<file path="config.mk">
export PLATFORM = sky130hd
export DESIGN_NAME = smb_alert_responder
export DESIGN_NICKNAME = d
export VERILOG_FILES = /design/src/rtl/smb_alert_responder.sv
export SDC_FILE = /design/constraint.sdc
export NUM_CORES = 1
export LEC_CHECK = 0
export BUFFER_PORTS_ARGS = -buffer_cell sky130_fd_sc_hd__buf_2
export CORE_MARGIN = 5
export CORE_UTILIZATION = 50
export CTS_BUF_LIST = sky130_fd_sc_hd__clkbuf_16
export CTS_CLUSTER_SIZE = 24
export DETAILED_ROUTE_END_ITERATION = 10
export GPL_ROUTABILITY_DRIVEN = 0
export HOLD_SLACK_MARGIN = 0.1
export PLACE_DENSITY = 0.74
export SYNTH_ARGS = -nofsm -noshare
export SYNTH_HDL_FRONTEND = slang
export SYNTH_SLANG_ARGS = --single-unit
</file>
<file path="constraint.sdc">
create_clock -name clk -period 1.66 [get_ports clk]
set_input_delay 0.332 -clock clk [delete_from_list [all_inputs] [get_ports clk]]
set_output_delay 0.332 -clock clk [all_outputs]
set_load 0.01 [all_outputs]
</file>
<file path="src/rtl/smb_alert_responder.sv">
module smb_alert_responder #(
  parameter int AW = 7,
  parameter int SW = 4,
  parameter logic [AW-1:0] ARA = 7'b0001100
) (
  input  logic          clk,
  input  logic          rst_n,
  input  logic          scl_in,
  input  logic          sda_in,
  input  logic [AW-1:0] dev_addr,
  input  logic [SW-1:0] status,
  input  logic          mon_tick,
  output logic          sda_pull,
  output logic          alert_pull
);
  localparam int BW = AW + 1;
  localparam int CW = $clog2(BW);
  localparam logic [BW-1:0] ARA_RD = {ARA, 1'b1};
  localparam logic [CW-1:0] LAST = CW'(BW - 1);

  typedef enum logic [2:0] {IDLE, ADDR, ACK, SEND, DONE} st_t;

  st_t           st;
  logic          scl_q, sda_q;
  logic [CW-1:0] cnt;
  logic [BW-1:0] sh;

  wire scl_rise = scl_in & ~scl_q;
  wire scl_fall = ~scl_in & scl_q;
  wire start_c  = scl_in & scl_q & sda_q & ~sda_in;
  wire stop_c   = scl_in & scl_q & ~sda_q & sda_in;
  wire [BW-1:0] rx_byte = {sh[BW-2:0], sda_in};
  wire lost = (st == SEND) & scl_rise & sh[BW-1] & ~sda_in;
  wire won  = (st == SEND) & scl_rise & ~lost & (cnt == LAST);

  always_ff @(posedge clk or negedge rst_n) begin
    if (!rst_n) begin
      st       <= IDLE;
      scl_q    <= 1'b1;
      sda_q    <= 1'b1;
      cnt      <= '0;
      sh       <= '0;
      sda_pull <= 1'b0;
    end else begin
      scl_q <= scl_in;
      sda_q <= sda_in;
      if (start_c) begin
        st       <= ADDR;
        cnt      <= '0;
        sda_pull <= 1'b0;
      end else if (stop_c) begin
        st       <= IDLE;
        sda_pull <= 1'b0;
      end else begin
        case (st)
          ADDR: if (scl_rise) begin
            sh <= rx_byte;
            if (cnt == LAST) begin
              st  <= (rx_byte == ARA_RD && alert_pull) ? ACK : IDLE;
              cnt <= '0;
            end else begin
              cnt <= cnt + 1'b1;
            end
          end
          ACK: if (scl_fall) begin
            if (cnt == '0) begin
              sda_pull <= 1'b1;
              cnt      <= CW'(1);
            end else begin
              st       <= SEND;
              cnt      <= '0;
              sh       <= {dev_addr, 1'b1};
              sda_pull <= ~dev_addr[AW-1];
            end
          end
          SEND: begin
            if (lost) begin
              st       <= IDLE;
              sda_pull <= 1'b0;
            end else if (scl_rise) begin
              if (cnt == LAST) begin
                st       <= DONE;
                sda_pull <= 1'b0;
              end else begin
                cnt <= cnt + 1'b1;
              end
            end else if (scl_fall) begin
              sh       <= sh << 1;
              sda_pull <= ~sh[BW-2];
            end
          end
          default: ;
        endcase
      end
    end
  end

  always_ff @(posedge clk or negedge rst_n) begin
    if (!rst_n)                    alert_pull <= 1'b0;
    else if (won)                  alert_pull <= 1'b0;
    else if (mon_tick && |status)  alert_pull <= 1'b1;
  end
endmodule

</file>
# Word level (Yosys, flattened, before mapping)
# Cells that the tools add are included.
# word_totals
reg_bits	18
out_inout_bits	2
wordCells	106
inputBits	16
# op_classes
eq_ne	25
muxes	39
add_sub_neg	1
n_bitwise	21
reduce_logical	13
# op_table
cell	n
3-bit 2-to-1 mux	17
8-bit 2-to-1 mux	6
8-bit case mux with 3 select lines	1
3-bit case mux with 3 select lines	2
4-bit != test (second input constant)	4
3-bit != test (second input constant)	5
2-bit != test (second input constant)	7
7-bit AND reduction	2
1-bit AND	12
1-bit 2-to-1 mux	11
1-bit inverter	9
9-bit AND reduction	1
8-bit by 5-bit == test with 1-bit output (second input constant)	1
4-bit nonzero test	2
3-bit by 2-bit == test with 1-bit output (second input constant)	2
6-bit by 5-bit != test with 1-bit output (second input constant)	1
6-bit != test (second input constant)	1
5-bit by 4-bit != test with 1-bit output (second input constant)	1
5-bit != test (second input constant)	1
5-bit nonzero test	1
4-bit AND reduction	1
4-bit OR reduction	1
3-bit by 1-bit adder with 3-bit output (second input constant)	1
3-bit by 1-bit == test with 1-bit output (second input constant)	1
other kinds (7)	8

# Depth between registers and ports, before layout
# logic_depth
depth_word	9
ltp_mapped	8
ltp_nobuf	7

# Worst setup path before layout
# No wires, ideal clock.
# synth_path
kind	reg2reg
start	register scl_q
end	register cnt[1]
stages_incl_launch_ff	8
setup_time_ns	0.122
slack_ns	-0.147
t_required_ns	1.538
arrival_time_ns	1.685
path_buffers	0
cell_sequence	dfstp_2 -> inv_1 -> ha_1 -> nor4bb_1 -> a211oi_1 -> nor3b_2 -> and2b_1 -> a32o_1
# synth_via
elab_chain_len	7
elab_cells_between_ends	20
cone_classes	eq/ne: 6; mux: 1; bitwise: 11; reduce/logical: 2
# synth_lines
element	line_no	text
start, declared	24	logic scl_q, sda_q;
start signal, assigned	45	scl_q <= scl_in;
1-bit inverter	28	wire scl_rise = scl_in & ~scl_q;
1-bit AND	28	
1-bit AND (3 in series)	33	wire lost = (st == SEND) & scl_rise & sh[BW-1] & ~sda_in;
3-bit != test (no source line)	-	
7-bit AND reduction (no source line)	-	
end signal, assigned	62	cnt <= cnt + 1'b1;
end signal, assigned	85	cnt <= cnt + 1'b1;
end, declared	25	logic [CW-1:0] cnt;
# Several ways; a longest one is shown, not always the timed one.
# A chain may end at the register's enable or synchronous reset.

# Worst setup path after layout
# layout_path
start	register scl_q
end	register st[1]
# layout_via
elab_chain_len	9
elab_cells_between_ends	23
cone_classes	eq/ne: 6; mux: 4; bitwise: 11; reduce/logical: 2
# layout_lines
element	line_no	text
1-bit inverter	28	
1-bit AND	28	
1-bit AND (3 in series)	33	
3-bit 2-to-1 mux	77	if (lost) begin
3-bit case mux with 3 select lines	55	case (st)
3-bit 2-to-1 mux	51	end else if (stop_c) begin
3-bit 2-to-1 mux	47	if (start_c) begin
end signal, assigned	59	st <= (rx_byte == ARA_RD && alert_pull) ? ACK : IDLE;
end, declared	23	st_t st;
# Several ways; a longest one is shown, not always the timed one.

==> qor.csv <==
stage,metric,value,unit
critical_path,r2r_start,scl_q,
grt,overflow,0,
yosys,synth-seq-cells,18,
layout,layout.nets,182,
layout,syn_to_final_growth,44.34,%
clock_tree,clk_latency,260,ps
detailed_routing,ant_nets,0,
outcome,violations,negative setup slack,
layout,final_common_cell,buf_4,
placed_design,dp_slack,-167.8,ps
power_and_ir_drop,p_leak,0.7332,nW
detailed_routing,drc,0,
yosys,yosys.cell_types.count,46,
critical_path,critPathLaunch,scl_q,
sta,tightest_slew,413.5,ps
detailed_routing,drtIter0Drc,55,
sta,slew_violations,0,
sta,max_freq,525.8,MHz
sta,setup_violations,16,
detailed_routing,first_pass_iters,4,
yosys,netlist_instances,121,
yosys,synth_top_flop_cell,dfrtp_1,
floorplan,core-area,0.002255,mm²
yosys,synth_top_cell_by_area,dfrtp_1,
critical_path,required,1830,ps
grt,grt_pass1_wl,5092,µm
sta,tns,-2548,ps
power_and_ir_drop,fin_total_pwr,0.002018,W
sta,period_minus_slack,1902,ps
layout,drive_gt1_frac,0.5220,
clock_tree,cts_made_buffers,3,
floorplan,die_y,58.86,µm
sta,fin_skew,5.809,ps
detailed_routing,routedWlPerCell,18.29,µm
yosys,synth-async-reset-ratio,1.000,
floorplan,initial_core_util,0.5294,
detailed_routing,wirelength,3421,µm
placed_design,hpwl,2039,µm
hold_path,min_from,scl_in,
critical_path,worstSetupPathType,reg -> reg,
grt,grt_util_all_layers,0.1935,
yosys,avgSynthCellArea,9.865,µm²
detailed_routing,vias,1133,
yosys,synth_area_leaders,"dfrtp_1, ha_1, mux2i_1, dfstp_2, nand2_1",
critical_path,start_kind,flop,
grt,grt_pass1_vias,1082,
grt,antenna_found_initial,0,
outcome,status,finished with violations,
placed_design,port_buffers,17,
yosys,synth_fp_nets,143,
clock_tree,cts_tree,done,
yosys,synth_area,0.001194,mm²
yosys,yosysWarningCount,0,
yosys,synth_edf_count,0,
floorplan,dieArea,0.003465,mm²
clock_tree,h-tree-depth,1,
hold_path,hold_path.class,in -> reg,
power_and_ir_drop,powerDensity,1171,mW/mm²
clock_tree,cts_root_buf,clkbuf_16,
floorplan,fp-row-count,17,
power_and_ir_drop,ir_drop,863.7,µV
yosys,seq_area_frac_synth,0.3795,
sta,slew_headroom,0.7243,
critical_path,worst_setup_path_end_kind,flop,
detailed_routing,via_per_inst,6.059,
critical_path,crit_fanout,4,
layout,final_cell_mix,"buf_4, buf_2, dfrtp_1",
clock_tree,clk_path_buf_depth,2,
critical_path,arrival,2080,ps
flow_run,max_cap_violations,0,
floorplan,ios,18,
sta,hold_violations,0,
yosys,synth_top_area_share,0.3354,
clock_tree,clk_pin_slew,60,ps
sta,setup_slack,-242.0,ps
sta,period_share,1.146,
clock_tree,clock-sinks,18,
grt,grt_max_degree,19,
floorplan,die_x,58.86,µm
layout,diodes,0,
sta,rsz0062_at_grt,true,
==> state kept, by name (all words and copies together), names as in the netlist <==
register and cells:
sda_q 1, scl_q 1, st 3, alert_pull 1, sda_pull 1, sh 8
cnt 3
==> worst max-delay path, stage by stage (launching register included) <==
cell and delay, ps:
dfstp_2 570, inv_2 50, ha_4 180, buf_12 130
nand3b_1 170, nor3_4 70, o41ai_2 190, buf_4 190
nand2_1 70, a21oi_1 190
==> cell type report <==
cell class / count / area [µm²]
multi-input combinational: 92 / 869.6
timing repair buffer: 38 / 257.7
inverter: 7 / 26.28
tap: 28 / 35.03
clock inverter: 1 / 3.754
fill: 149 / 531.8
sequential: 18 / 455.4
clock buffer: 3 / 75.07
==> cells in the mapped netlist (3+ instances only) <==
master	n
mux2i_1	7
ha_1	6
nand3_1	4
a21oi_1	7
o21ai_1	8
nand2_1	14
buf_6	3
nor2_1	4
dfrtp_1	16
inv_1	6
==> stage by stage <==
stage               hold WS, ps    util  cells  area, µm²
floorplan                 36.41       -    121       1206
global placement          286.1  0.6143    175       1385
detailed placement        294.0  0.6143    175       1385
CTS                       227.6  0.6632    180       1495
global route              245.6  0.7642    187       1723
finish                    243.6  0.7642    187       1723
==> kinds of logic after synthesis <==
logic type / after synthesis / share of synthesized area
simple gates: 46 / 0.2380
compound gates: 31 / 0.1929
flops: 18 / 0.3795
buf+inv: 12 / 0.06079
mux: 7 / 0.05870
fa+ha+maj: 6 / 0.06289
xor+xnor: 1 / 0.007339
==> path summary, 6_finish.rpt <==
check / slack, ps / cells past startpoint / end
max: -240 / 9 / st[1]
min: 240 / 1 / scl_q
max reg2reg: -240 / 9 / st[1]
min reg2reg: 510 / 2 / sh[2]
max in group asynchronous: 790 / 2 / sda_q
min in group asynchronous: 540 / 2 / sh[4]
==> repair_timing <==
item,4_1_cts,5_1_grt
gates resized for setup,5,32
pin swaps,1,20
buffers inserted,0,6
endpoints found under the hold margin,16,0
gates cloned,0,1
endpoints found under the setup margin,11,16
hold buffers,1,0
==> power breakdown <==
group / switching [W] / leakage [nW] / internal [W]
combinational: 0.000388 / 0.470 / 0.000405
clock: 0.000179 / 0.0385 / 0.000321
sequential: 0.000156 / 0.224 / 0.000569
total: 0.000723 / 0.733 / 0.00130
==> metal layers <==
metal	global-route usage	share of wire	vias to the layer above
met5	0	0	-
met4	0.07120	0.013	0
met3	0.03070	0.077	5
met2	0.3265	0.50	56
met1	0.2476	0.41	551
li1	-	-	521
No activity file was read; power rests on OpenSTA's default activity.
